**config.mk**
```make
export PLATFORM = sky130hd
export DESIGN_NAME = pwk_port_wakeup
export DESIGN_NICKNAME = d
export VERILOG_FILES = /design/src/rtl/pwk_pkg.sv /design/src/rtl/pwk_ctrl.sv /design/src/rtl/pwk_datapath.sv /design/src/rtl/pwk_port_wakeup.sv
export SDC_FILE = /design/constraint.sdc
export NUM_CORES = 1
export LEC_CHECK = 0
export BUFFER_PORTS_ARGS = -buffer_cell sky130_fd_sc_hd__clkbuf_2
export CORE_MARGIN = 5
export CORE_UTILIZATION = 37
export CTS_CLUSTER_DIAMETER = 40
export DETAILED_ROUTE_END_ITERATION = 12
export HOLD_SLACK_MARGIN = 0.05
export PLACE_DENSITY = 0.58
export SLEW_MARGIN = 25
export SYNTH_ARGS = -nofsm -noshare
export SYNTH_HDL_FRONTEND = slang
export SYNTH_SLANG_ARGS = --single-unit
export TNS_END_PERCENT = 5
```
**constraint.sdc**
```tcl
create_clock -name clk -period 1.95 [get_ports clk]
set_input_delay 0.39 -clock clk [delete_from_list [all_inputs] [get_ports clk]]
set_output_delay 0.39 -clock clk [all_outputs]
set_load 0.01 [all_outputs]
```
**src/rtl/pwk_pkg.sv**
```systemverilog
package pwk_pkg;

  localparam int MODE_W = 4;

  localparam logic [MODE_W-1:0] MODE_CMP     = 4'h8;
  localparam logic [MODE_W-1:0] MODE_PEND    = 4'h9;
  localparam logic [MODE_W-1:0] MODE_EDGE    = 4'hA;
  localparam logic [MODE_W-1:0] MODE_WKEN    = 4'hB;
  localparam logic [MODE_W-1:0] MODE_SCHMITT = 4'hC;
  localparam logic [MODE_W-1:0] MODE_LEVEL   = 4'hD;
  localparam logic [MODE_W-1:0] MODE_DIR     = 4'hF;
  localparam logic [MODE_W-1:0] MODE_RESET   = MODE_DIR;

  typedef struct packed {
    logic wrLevel;
    logic wrSchmitt;
    logic wrWakeEn;
    logic wrEdge;
    logic wrDir;
    logic xchPend;
    logic xchCmp;
  } regStrobes_t;

endpackage

```
**src/rtl/pwk_ctrl.sv**
```systemverilog
module pwk_ctrl
  import pwk_pkg::*;
(
  input  logic              clk,
  input  logic              rstN,
  input  logic              modeWrEn,
  input  logic [MODE_W-1:0] modeIn,
  input  logic              cfgWrEn,
  output regStrobes_t       strb
);

  logic [MODE_W-1:0] modeQ;

  always_ff @(posedge clk or negedge rstN) begin
    if (!rstN) begin
      modeQ <= MODE_RESET;
    end else if (modeWrEn) begin
      modeQ <= modeIn;
    end
  end

  // The decode uses the mode held before this edge; a mode load in the same
  // cycle only affects later writes.
  always_comb begin
    strb = '0;
    if (cfgWrEn) begin
      unique case (modeQ)
        MODE_LEVEL:   strb.wrLevel   = 1'b1;
        MODE_SCHMITT: strb.wrSchmitt = 1'b1;
        MODE_WKEN:    strb.wrWakeEn  = 1'b1;
        MODE_EDGE:    strb.wrEdge    = 1'b1;
        MODE_DIR:     strb.wrDir     = 1'b1;
        MODE_PEND:    strb.xchPend   = 1'b1;
        MODE_CMP:     strb.xchCmp    = 1'b1;
        default:      strb           = '0;
      endcase
    end
  end

endmodule

```
**src/rtl/pwk_datapath.sv**
```systemverilog
module pwk_datapath
  import pwk_pkg::*;
#(
  parameter int WIDTH       = 8,
  parameter int SYNC_STAGES = 2
) (
  input  logic             clk,
  input  logic             rstN,
  input  regStrobes_t      strb,
  input  logic [WIDTH-1:0] wIn,
  input  logic [WIDTH-1:0] pinIn,
  input  logic             cmpResult,
  output logic [WIDTH-1:0] outEn,
  output logic [WIDTH-1:0] levelTtl,
  output logic [WIDTH-1:0] schmittOff,
  output logic             wakeIrq,
  output logic [WIDTH-1:0] wOut,
  output logic             wOutValid,
  output logic             cmpDrive,
  output logic             cmpPinOut,
  output logic [WIDTH-1:0] pendState,
  output logic [WIDTH-1:0] cmpState,
  output logic [WIDTH-1:0] wakeEnNState
);

  localparam int CMP_EN_BIT    = WIDTH - 1;
  localparam int CMP_ROUTE_BIT = WIDTH - 2;

  logic [WIDTH-1:0] levelQ, schmittQ, wakeEnNQ, edgeQ, dirQ;
  logic [WIDTH-1:0] pendQ, cmpQ, wOutQ;
  logic             validQ;
  logic [WIDTH-1:0] syncQ [SYNC_STAGES];
  logic [WIDTH-1:0] prevQ;
  logic [WIDTH-1:0] syncLast;
  logic [WIDTH-1:0] edgeHit;

  // Plain configuration registers
  always_ff @(posedge clk or negedge rstN) begin
    if (!rstN) begin
      levelQ   <= '1;
      schmittQ <= '1;
      wakeEnNQ <= '1;
      edgeQ    <= '1;
      dirQ     <= '1;
    end else begin
      if (strb.wrLevel)   levelQ   <= wIn;
      if (strb.wrSchmitt) schmittQ <= wIn;
      if (strb.wrWakeEn)  wakeEnNQ <= wIn;
      if (strb.wrEdge)    edgeQ    <= wIn;
      if (strb.wrDir)     dirQ     <= wIn;
    end
  end

  // Input synchronizer chain
  for (genvar s = 0; s < SYNC_STAGES; s++) begin : g_sync
    if (s == 0) begin : g_first
      always_ff @(posedge clk or negedge rstN) begin
        if (!rstN) syncQ[s] <= '0;
        else       syncQ[s] <= pinIn;
      end
    end else begin : g_next
      always_ff @(posedge clk or negedge rstN) begin
        if (!rstN) syncQ[s] <= '0;
        else       syncQ[s] <= syncQ[s-1];
      end
    end
  end

  assign syncLast = syncQ[SYNC_STAGES-1];

  always_ff @(posedge clk or negedge rstN) begin
    if (!rstN) prevQ <= '0;
    else       prevQ <= syncLast;
  end

  // Per-pin edge qualification
  for (genvar p = 0; p < WIDTH; p++) begin : g_pin
    logic riseSeen, fallSeen;
    assign riseSeen   = syncLast[p] & ~prevQ[p];
    assign fallSeen   = ~syncLast[p] & prevQ[p];
    assign edgeHit[p] = ~wakeEnNQ[p] & (edgeQ[p] ? riseSeen : fallSeen);
  end

  // Pending flags: an exchange overwrites them, a hit in the same cycle wins
  always_ff @(posedge clk or negedge rstN) begin
    if (!rstN) pendQ <= '1;
    else       pendQ <= (strb.xchPend ? wIn : pendQ) | edgeHit;
  end

  // Comparator register: upper bits by exchange, bit 0 tracks the result
  always_ff @(posedge clk or negedge rstN) begin
    if (!rstN) begin
      cmpQ <= '1;
    end else begin
      if (strb.xchCmp)    cmpQ[WIDTH-1:1] <= wIn[WIDTH-1:1];
      if (!cmpQ[CMP_EN_BIT]) cmpQ[0]      <= cmpResult;
    end
  end

  // Exchange return path
  always_ff @(posedge clk or negedge rstN) begin
    if (!rstN) begin
      wOutQ  <= '0;
      validQ <= 1'b0;
    end else begin
      validQ <= strb.xchPend | strb.xchCmp;
      if (strb.xchPend)     wOutQ <= pendQ;
      else if (strb.xchCmp) wOutQ <= cmpQ;
    end
  end

  assign outEn        = ~dirQ;
  assign levelTtl     = levelQ;
  assign schmittOff   = schmittQ;
  assign wakeIrq      = |(pendQ & ~wakeEnNQ);
  assign wOut         = wOutQ;
  assign wOutValid    = validQ;
  assign cmpDrive     = ~cmpQ[CMP_EN_BIT] & ~cmpQ[CMP_ROUTE_BIT];
  assign cmpPinOut    = cmpQ[0];
  assign pendState    = pendQ;
  assign cmpState     = cmpQ;
  assign wakeEnNState = wakeEnNQ;

endmodule

```
**src/rtl/pwk_port_wakeup.sv**
```systemverilog
module pwk_port_wakeup
  import pwk_pkg::*;
#(
  parameter int WIDTH       = 8,
  parameter int SYNC_STAGES = 2
) (
  input  logic              clk,
  input  logic              rstN,
  input  logic              modeWrEn,
  input  logic [MODE_W-1:0] modeIn,
  input  logic              cfgWrEn,
  input  logic [WIDTH-1:0]  wIn,
  input  logic [WIDTH-1:0]  pinIn,
  input  logic              cmpResult,
  output logic [WIDTH-1:0]  outEn,
  output logic [WIDTH-1:0]  levelTtl,
  output logic [WIDTH-1:0]  schmittOff,
  output logic              wakeIrq,
  output logic [WIDTH-1:0]  wOut,
  output logic              wOutValid,
  output logic              cmpDrive,
  output logic              cmpPinOut
);

  regStrobes_t      strb;
  logic [WIDTH-1:0] pendState, cmpState, wakeEnNState;

  pwk_ctrl u_ctrl (
    .clk      (clk),
    .rstN     (rstN),
    .modeWrEn (modeWrEn),
    .modeIn   (modeIn),
    .cfgWrEn  (cfgWrEn),
    .strb     (strb)
  );

  pwk_datapath #(
    .WIDTH       (WIDTH),
    .SYNC_STAGES (SYNC_STAGES)
  ) u_dp (
    .clk          (clk),
    .rstN         (rstN),
    .strb         (strb),
    .wIn          (wIn),
    .pinIn        (pinIn),
    .cmpResult    (cmpResult),
    .outEn        (outEn),
    .levelTtl     (levelTtl),
    .schmittOff   (schmittOff),
    .wakeIrq      (wakeIrq),
    .wOut         (wOut),
    .wOutValid    (wOutValid),
    .cmpDrive     (cmpDrive),
    .cmpPinOut    (cmpPinOut),
    .pendState    (pendState),
    .cmpState     (cmpState),
    .wakeEnNState (wakeEnNState)
  );

endmodule

```
==> results by group, run 1 <==
Outcome
  – Status: complete, but fails checks
  – Violated checks: negative setup slack

Detailed routing
  – Drt initial violations: ~60
  – Via count: 2263
  – Post-route DRC: 0
  – DR WL/cell: 15.7 um
  – Routed Antenna Nets: 0
  – DR vias/cell: 4.80
  – WL final: 7380 um
  – Detailed-router iteration count before antenna repair: 4

Critical path
  – Critical path type: reg2out
  – RR Startpoint: u_ctrl.modeQ[0]$_DFFE_PN1P_
  – End of the worst register-to-register path: u_dp.wakeEnNState[3]$_DFFE_PN1P_
  – FF-to-FF path depth: 3
  – CP Launch Point: u_dp.wakeEnNState[4]$_DFFE_PN1P_
  – CP endpoint: wakeIrq
  – Critical Path AT: 1.64 ns
  – CP Capture Type: primary output
  – CP Launch Type: flip-flop
  – Crit-path max FO: 2
  – CP Data Required Time: 1.56 ns
  – Setup slack, reg-to-reg: 0.19 ns

Finish
  – Fillers: 904
  – Diode count: 0
  – Most frequent cells in the layout: dfstp_2 (60), clkbuf_2 (59), mux2_2 (52)
  – Ratio of cells with drive above 1 in the final layout: 65.1%
  – Most common cell after layout, fill and taps aside: dfstp_2
  – Utilization after layout: about 46%
  – Register area: 2400 um2
  – Nets: 358
  – Area Growth Syn to Fin: 20.9%
  – Non-Filler Instances: around 470
  – Multi-input gate area in the final layout: approximately 1200 um2

STA
  – Tcrit/Tclk final: 104%
  – Fin. max-slew vios: 0
  – Final setup vio count: 1
  – Fmax: 493 MHz
  – Period minus WS final: a little over 2 ns
  – Worst Max-Slew Pin Slew: 0.473 ns
  – Min Hold Slack: 0.140 ns
  – Setup WS post-layout: -0.0764 ns
  – Clk_skew: 0.00706 ns
  – Slew HR: 68.4%
  – Final Hold Fails: 0
  – RSZ-0062 raised after global routing: true

Hold path
  – Worst Hold Class: in2reg

Logic synthesis
  – Syn Nets: 278
  – Synth top area cells: dfstp_2 (42%), dfrtp_1 (22%), mux2_2 (16%)
  – Cells after Synth: 253
  – Yosys warning count: 0
  – Sequential share of the synthesized area: 64.8%
  – Post-synthesis cell type count: 28
  – Top cell type's share of synthesized area: 42.5%
  – Syn_area_per_cell: about 15 um2
  – Post-synth top area cell: dfstp_2
  – Synth Register Bits: 93
  – Mapped cell area: 3710 um2

Die
  – Die H: 110 um
  – Die area: 12100 um2
  – IO Count: between 60 and 70
  – Core box area: 9770 um2
  – Die width: ~110 um
  – Row Count: 36
  – Starting density of the core: a little under two fifths

Global route
  – GR Overflow Total: 0
  – Vias in the first global route: 2296
  – First-pass GRT wire length: 12000 um
  – Overall Global Routing Usage: 13.1%
  – Largest net degree at the start of global routing: 42
  – Initial antenna violation count: 0

Placed design
  – I/O Buffers: 60
  – Placed insts: around 450
  – Hpwl dp: 5200 um
  – RePlAce Congestion: about 0.74

CTS
  – CTS tree: done
  – CTS Buf Count: 9
  – Reg clk slew, reported paths: 0.08 ns
  – H-tree lvl count: 3
  – CTS root buffer: clkbuf_8
  – Sinks on Clock Net: between 90 and 100
  – Clock tree buffer depth: 2
  – Clock Latency Late Sink: between 0.3 and 0.4 ns

Power
  – Pwr Total: 5.73 mW
  – Static Leak: 1.99 nW
  – Power Dens Cells: 1280 nW/um2
  – Peak VDD IR: 603 uV

Run
  – Max-cap violations: 0
-- state kept, by name, summed over array words and instances (netlist names) --
signal and cells:
u_dp.cmpState 8, u_dp.dirQ 8, u_dp.edgeQ 8, u_dp.levelTtl 8, u_dp.pendState 8, u_dp.prevQ 8
u_dp.schmittOff 8, u_dp.syncLast 8, u_dp.syncQ 8, u_dp.wOut 8, u_dp.wakeEnNState 8, u_ctrl.modeQ 4
u_dp.wOutValid 1
-- worst max-delay path, stage by stage, from the launching register on --
cell and delay, ns:
dfstp_2 0.55, o22ai_2 0.07, or4_4 0.53, clkbuf_2 0.14
-- area by class of cell --
class | count | area share [%]
Sequential cell | 93 | 53.5
Multi-Input combinational cell | 135 | 26.9
Timing Repair Buffer | 77 | 9.93
Tap cell | 133 | 3.71
Clock buffer | 13 | 3.54
Inverter | 17 | 1.42
Clock inverter | 3 | 0.976
-- report_power, final --
group          switching (mW)  total [mW]  internal (mW)
clock                   0.626        1.29          0.665
combinational           0.612        1.36          0.752
sequential              0.316        3.08           2.76
total                    1.55        5.73           4.18
-- cells in the mapped netlist --
cell type	number
nor2_1	8
mux2_2	52
and2_1	1
o22ai_1	4
nand2_2	1
nand2_1	9
nor3b_4	4
or4_1	1
buf_2	5
nand3_2	1
dfstp_2	60
and2b_1	1
clkbuf_1	1
or3b_2	8
dfrtp_1	33
a311o_1	8
buf_6	1
and2_2	1
nor2_2	1
nand3b_1	8
nand4bb_1	1
a21oi_1	16
buf_4	1
mux2i_1	1
a221o_1	7
inv_1	17
o21ai_0	1
nand4b_1	1
-- repair_timing --
action | in CTS | in global routing
pin swaps | 1 | 0
buffers inserted | 5 | 1
gates resized for setup | 2 | 0
hold buffers | 1 | 0
hold endpoints to repair | 14 | 0
setup endpoints to repair | 1 | 1
-- metal layers --
metal / vias to the layer above / GRT usage, % / wire, um
met1: 1142 / 17.7 / 3430
met4: 0 / 3.17 / 88
met5: - / 0 / 0
li1: 1067 / - / -
met2: 47 / 20.7 / 3560
met3: 7 / 3.84 / 304
-- logic make-up (layout without fill, tap and decap cells) --
logic type	Yosys count	in the layout	share of synthesized area [%]
mux	53	53	16.1
buf+inv	25	110	3.00
simple gates	46	46	9.17
flops	93	93	64.8
compound gates	36	36	7.02
-- worst min-delay path by stage --
stage / startpoint / end / depth (start not counted)
after global routing: pinIn[0] / u_dp.syncQ[8]$_DFF_PN0_ / 1
after CTS: pinIn[0] / u_dp.syncQ[8]$_DFF_PN0_ / 1
after detailed placement: u_dp.syncQ[12]$_DFF_PN0_ / u_dp.syncLast[4]$_DFF_PN0_ / 0
after global placement: u_dp.syncQ[14]$_DFF_PN0_ / u_dp.syncLast[6]$_DFF_PN0_ / 0
after floorplan: rstN / u_dp.prevQ[0]$_DFF_PN0_ / 0
final: pinIn[5] / u_dp.syncQ[13]$_DFF_PN0_ / 1
-- stage by stage --
| step | setup slack [ns] | TNS, ns | area (um2) |
|---|---|---|---|
| 6_report | -0.0764 | -0.0764 | 4490 |
| 5_1_grt | -0.131 | -0.131 | 4490 |
| 4_1_cts | -0.105 | -0.105 | 4480 |
| 3_5_place_dp | 0.215 | 0 | 4220 |
| 3_3_place_gp | 0.266 | 0 | 4220 |
| 2_1_floorplan | 0.313 | 0 | 3710 |
Power figures use the tool's default switching activity.
==> run 2: changes to the inputs <==
- clock period: 1.95 -> 2.37 ns (I/O delays scaled with it)
==> results by group, run 2 (synthesis results as in run 1) <==
Outcome
  – Status: completed

STA
  – Setup TNS Final: 0 ns
  – Fmax: 464 MHz
  – RSZ-0062 raised after global routing: false
  – Slew HR: 55.4%
  – Final Hold Fails: 0
  – Tcrit/Tclk final: between 90 and 100%
  – Final setup vio count: 0
  – Fin. max-slew vios: 0
  – Period minus WS final: 2.15 ns
  – Setup WS post-layout: roughly 0.22 ns
  – Clk_skew: around 0.0054 ns
  – Worst Max-Slew Pin Slew: ~0.66 ns

CTS
  – CTS Buf Count: 9
  – Post_cts resized: 0
  – Reg clk slew, reported paths: 0.09 ns
  – Clock Latency Late Sink: 0.35 ns
  – Setup Fix Bufs, Post-CTS: 0
  – Hold_buf cts: 0
  – H-tree lvl count: 3
  – CTS tree: done
  – CTS root buffer: clkbuf_8
  – Clock tree buffer depth: 2
  – Sinks on Clock Net: 93

Critical path
  – Critical Path AT: 1.68 ns
  – CP Launch Point: u_dp.wakeEnNState[1]$_DFFE_PN1P_
  – CP endpoint: wakeIrq
  – End of the worst register-to-register path: u_dp.levelTtl[7]$_DFFE_PN1P_
  – RR Startpoint: u_ctrl.modeQ[0]$_DFFE_PN1P_
  – Critical path type: reg2out
  – CP Data Required Time: 1.90 ns
  – CP Capture Type: primary output
  – FF-to-FF path depth: 3
  – CP Launch Type: flip-flop
  – Setup slack, reg-to-reg: ~0.52 ns
  – Crit-path max FO: 3

Global route
  – Vias in the first global route: 2363
  – Initial antenna violation count: 0
  – Largest net degree at the start of global routing: 54
  – First-pass GRT wire length: 12000 um
  – GR Overflow Total: 0
  – Overall Global Routing Usage: 13.0%

Hold path
  – Worst Hold Class: in2async

Power
  – Peak VDD IR: between 400 and 500 uV
  – Static Leak: 1.93 nW
  – Cell Int Power: 3.38 mW
  – Switch Pwr: 1.28 mW
  – Pwr Total: 4.66 mW
  – Power Dens Cells: 1060 nW/um2
  – Switching share of power: between 20% and 30%
  – Flop pwr share: between 50 and 60%
  – Clock share of power: between 20% and 30%
  – Logic pwr share: 22.1%

Die
  – Die area: 12100 um2
  – Die width: 110 um
  – Starting density of the core: a little under two fifths
  – Row Count: 36
  – IO Count: 61
  – Die H: between 100 and 150 um
  – Core box area: between 9000 and 10000 um2

Detailed routing
  – Detailed-router iteration count before antenna repair: 4
  – Post-route DRC: 0
  – WL final: 7230 um
  – Routed Antenna Nets: 0
  – Drt initial violations: 94
  – DR vias/cell: 4.85
  – Via count: 2229
  – DR WL/cell: 15.7 um

Placed design
  – I/O Buffers: 60
  – RePlAce Congestion: 0.734
  – Place WS: 0.460 ns
  – Hpwl dp: 5030 um
  – Cell Area, Placed: 4190 um2

Run
  – Max-cap violations: 0

Finish
  – Utilization after layout: 44.9%
  – Fillers: 914
  – Area Growth Syn to Fin: 18.4%
  – Nets: 347
  – Diode count: 0
  – Most frequent cells in the layout: dfstp_2 (60), clkbuf_2 (59), mux2_2 (52)
  – Ratio of cells with drive above 1 in the final layout: 63.9%
  – Most common cell after layout, fill and taps aside: dfstp_2
  – Finished Cell Area: 4390 um2
[run 2: per-layer routing]
layer | share of wire (%) | track usage [%] | wire (um) | vias up
li1 | - | - | - | 1040
met1 | 48 | 18.0 | 3470 | 1126
met2 | 46 | 19.9 | 3310 | 51
met3 | 3.7 | 2.15 | 268 | 12
met4 | 2.4 | 5.98 | 175 | 0
met5 | 0 | 0 | 0 | -
[run 2: cell type report]
cell class	count	area [um2]	share of cell area, %
Timing Repair Buffer	66	360	8.21
Tap cell	133	166	3.79
Sequential cell	93	2400	54.7
Clock inverter	4	47.5	1.08
Inverter	17	63.8	1.45
Clock buffer	12	155	3.53
Multi-Input combinational cell	135	1200	27.2
[run 2: how the worst min path moves through the flow]
| stage | start | end | slack [ns] |
|---|---|---|---|
| 6_report | rstN | u_dp.prevQ[7]$_DFF_PN0_ | 0.1 |
| 3_3_place_gp | u_dp.syncQ[15]$_DFF_PN0_ | u_dp.syncLast[7]$_DFF_PN0_ | 0.33 |
| 3_5_place_dp | u_dp.syncQ[10]$_DFF_PN0_ | u_dp.syncLast[2]$_DFF_PN0_ | 0.33 |
| 2_1_floorplan | rstN | u_dp.prevQ[0]$_DFF_PN0_ | 0.18 |
| 4_1_cts | rstN | u_dp.prevQ[7]$_DFF_PN0_ | 0.09 |
| 5_1_grt | rstN | u_dp.prevQ[7]$_DFF_PN0_ | 0.13 |
[run 2: worst max-delay path, stage by stage, from the launching register on]
cell and delay, ns:
dfstp_2 0.56, o22ai_1 0.09, or4_1 0.53, clkbuf_2 0.15
[run 2: power groups by stage]
stage | sequential, mW | clock, mW | combinational, mW
after floorplan | 2.58 | 0 | 0.599
after global placement | 2.57 | 0 | 1.03
after detailed placement | 2.59 | 0 | 1.05
after CTS | 2.56 | 1.12 | 1.06
after global routing | 2.63 | 1.18 | 1.16
final | 2.56 | 1.07 | 1.03
[run 2: stage by stage]
step / hold slack, ns / cells
6_report: 0.0960 / 460
5_1_grt: 0.125 / 460
4_1_cts: 0.0946 / 460
3_5_place_dp: 0.335 / 444
3_3_place_gp: 0.334 / 444
2_1_floorplan: 0.178 / 253
==> run 3: changes to the inputs <==
- ABC_AREA: default -> 1
==> results by group, run 3 <==
STA
  – Setup WS post-layout: 0.408 ns
  – RSZ-0062 raised after global routing: false
  – Fin. max-slew vios: 0
  – Final setup vio count: 0
  – Worst Max-Slew Pin Slew: 0.706 ns
  – Fmax: between 500 and 600 MHz
  – Min Hold Slack: 0.105 ns
  – Final Hold Fails: 0
  – Setup TNS Final: 0 ns
  – Period minus WS final: 1.96 ns
  – Slew HR: 52.8%
  – Clk_skew: 0.0110 ns
  – Tcrit/Tclk final: about 83%

Logic synthesis
  – Post-synth EDFFs: 0
  – Sequential share of the synthesized area: approximately 64%
  – Synth top area cells: dfstp_2 (42%), dfrtp_1 (22%), nand2_1 (15%)
  – Post-synthesis cell type count: 17
  – Top cell type's share of synthesized area: 42.2%
  – Syn_area_per_cell: 9.27 um2
  – Post-synth top area cell: dfstp_2
  – Top cells by count, synth: nand2_1 (145), dfstp_2 (60), inv_1 (54)
  – Yosys warning count: 0
  – Async SR Flop Fraction: 100%
  – Count leader, synth: nand2_1
  – Synth Register Bits: 93
  – Main flop type after synthesis: dfstp_2
  – Mapped cell area: 3730 um2
  – Syn Nets: ~430
  – Cells after Synth: ~400

Critical path
  – Crit-path max FO: 16
  – CP Launch Type: flip-flop
  – FF-to-FF path depth: 3
  – End of the worst register-to-register path: u_dp.schmittOff[0]$_DFFE_PN1P_
  – Critical Path AT: 2.22 ns
  – CP Data Required Time: around 2.6 ns
  – Critical path type: reg2reg
  – Crit-path slowest cell: nand3b_1
  – CP Capture Type: flip-flop
  – Cell Chain, Critical Path: nand2_1 -> nand3b_1 -> o21ai_0
  – Cell family with most CP delay: simple AND/OR/NAND/NOR gates
  – Setup slack, reg-to-reg: 0.41 ns
  – Crit path buffers/inverters: 0
  – Crit path largest cell delay: 0.66 ns
  – RR Startpoint: u_ctrl.modeQ[2]$_DFFE_PN1P_

CTS
  – CTS Buf Count: 9
  – Hold_buf cts: 0
  – CTS root buffer: clkbuf_8
  – Sinks on Clock Net: between 90 and 100
  – Setup Fix Bufs, Post-CTS: 0
  – Reg clk slew, reported paths: roughly 0.10 ns
  – H-tree lvl count: 3
  – Clock tree buffer depth: 2
  – Post_cts resized: 0
  – CTS tree: done
  – Clock Latency Late Sink: approximately 0.35 ns

Die
  – Die width: 110 um
  – Core box area: 9820 um2
  – Starting density of the core: 38.0%
  – Die area: 12200 um2
  – IO Count: a little over 60
  – Die H: around 110 um
  – Row Count: 36

Run
  – Max-cap violations: 0

Power
  – Pwr Total: approximately 4.4 mW
  – Power Dens Cells: between 900 and 1000 nW/um2
  – Static Leak: 2.16 nW
  – Peak VDD IR: 427 uV

Detailed routing
  – WL final: 8400 um
  – Post-route DRC: 0
  – Via count: roughly 2800
  – DR vias/cell: around 4.6
  – Routed Antenna Nets: 0
  – Drt initial violations: 178
  – Detailed-router iteration count before antenna repair: 4
  – DR WL/cell: 13.8 um

Global route
  – Largest net degree at the start of global routing: 44
  – GR Overflow Total: 0
  – Vias in the first global route: 2762
  – Overall Global Routing Usage: 14.2%
  – Initial antenna violation count: 0
  – First-pass GRT wire length: 14100 um

Finish
  – Most frequent cells in the layout: nand2_1 (145), dfstp_2 (60), clkbuf_2 (59)
  – Nets: just under 500
  – Finished Cell Area: 4410 um2
  – Most common cell after layout, fill and taps aside: nand2_1
  – Ratio of cells with drive above 1 in the final layout: 30.9%
  – Area Growth Syn to Fin: 18.1%
  – Diode count: 0

Outcome
  – Status: completed

Placed design
  – I/O Buffers: 60
  – RePlAce Congestion: 0.785
  – Place WS: 0.400 ns
  – Hpwl dp: 5960 um
  – Cell Area, Placed: 4210 um2

Hold path
  – Worst Hold Class: in2async
-- run 3: changes by cell type in the layout (fill, tap and decap cells not counted), moves of 7 or more --
cell and change:
a21oi_1 -16, nand2_1 +136, a221o_1 -7, nand3_1 +30, o21ai_0 +50, a311o_1 -8
inv_1 +37, nand4_1 +7, nand3b_1 -7, or3b_2 -8, mux2_2 -51
-- run 3: layer usage --
| metal | global-route usage, % | vias to the layer above | routed length, um |
|---|---|---|---|
| li1 | - | 1394 | - |
| met1 | 19.9 | 1323 | 4040 |
| met2 | 21.7 | 58 | 3880 |
| met3 | 2.90 | 9 | 345 |
| met4 | 5.25 | 0 | 132 |
| met5 | 0 | - | 0 |
-- run 3: area by class of cell --
| cell class | count | area [um2] |
|---|---|---|
| clock inverters | 7 | 73.8 |
| inverters | 54 | 203 |
| flip-flops and latches | 93 | 2400 |
| fillers | 1014 | 5410 |
| clock buffers | 9 | 124 |
| repair buffers | 65 | 353 |
| multi-input cells | 248 | 1090 |
| well taps | 133 | 166 |
-- run 3: worst max-delay path by stage --
stage,cells after the start,to,from
after CTS,3,u_dp.schmittOff[0]$_DFFE_PN1P_,u_ctrl.modeQ[2]$_DFFE_PN1P_
after global placement,3,u_dp.schmittOff[0]$_DFFE_PN1P_,u_ctrl.modeQ[2]$_DFFE_PN1P_
after floorplan,5,u_dp.edgeQ[0]$_DFFE_PN1P_,u_ctrl.modeQ[3]$_DFFE_PN1P_
after detailed placement,3,u_dp.schmittOff[4]$_DFFE_PN1P_,u_ctrl.modeQ[2]$_DFFE_PN1P_
after global routing,3,u_dp.schmittOff[6]$_DFFE_PN1P_,u_ctrl.modeQ[2]$_DFFE_PN1P_
final,3,u_dp.schmittOff[0]$_DFFE_PN1P_,u_ctrl.modeQ[2]$_DFFE_PN1P_
-- run 3: through the flow --
stage	util [%]	cells
finish	44.9	609
global route	44.9	609
global placement	42.9	593
floorplan	-	403
detailed placement	42.9	593
CTS	44.9	609
-- run 3: report_power, final --
part	internal (mW)	total, mW	switching [mW]
clock	0.494	1.06	0.568
combinational	0.371	0.930	0.559
sequential	2.16	2.37	0.212
-- run 3: kinds of logic after synthesis --
logic type      after synthesis  share of synthesized area (%)
simple gates                195                           21.9
compound gates               52                           6.97
mux                           1                          0.301
buf+inv                      62                           6.50
flops                        93                           64.3
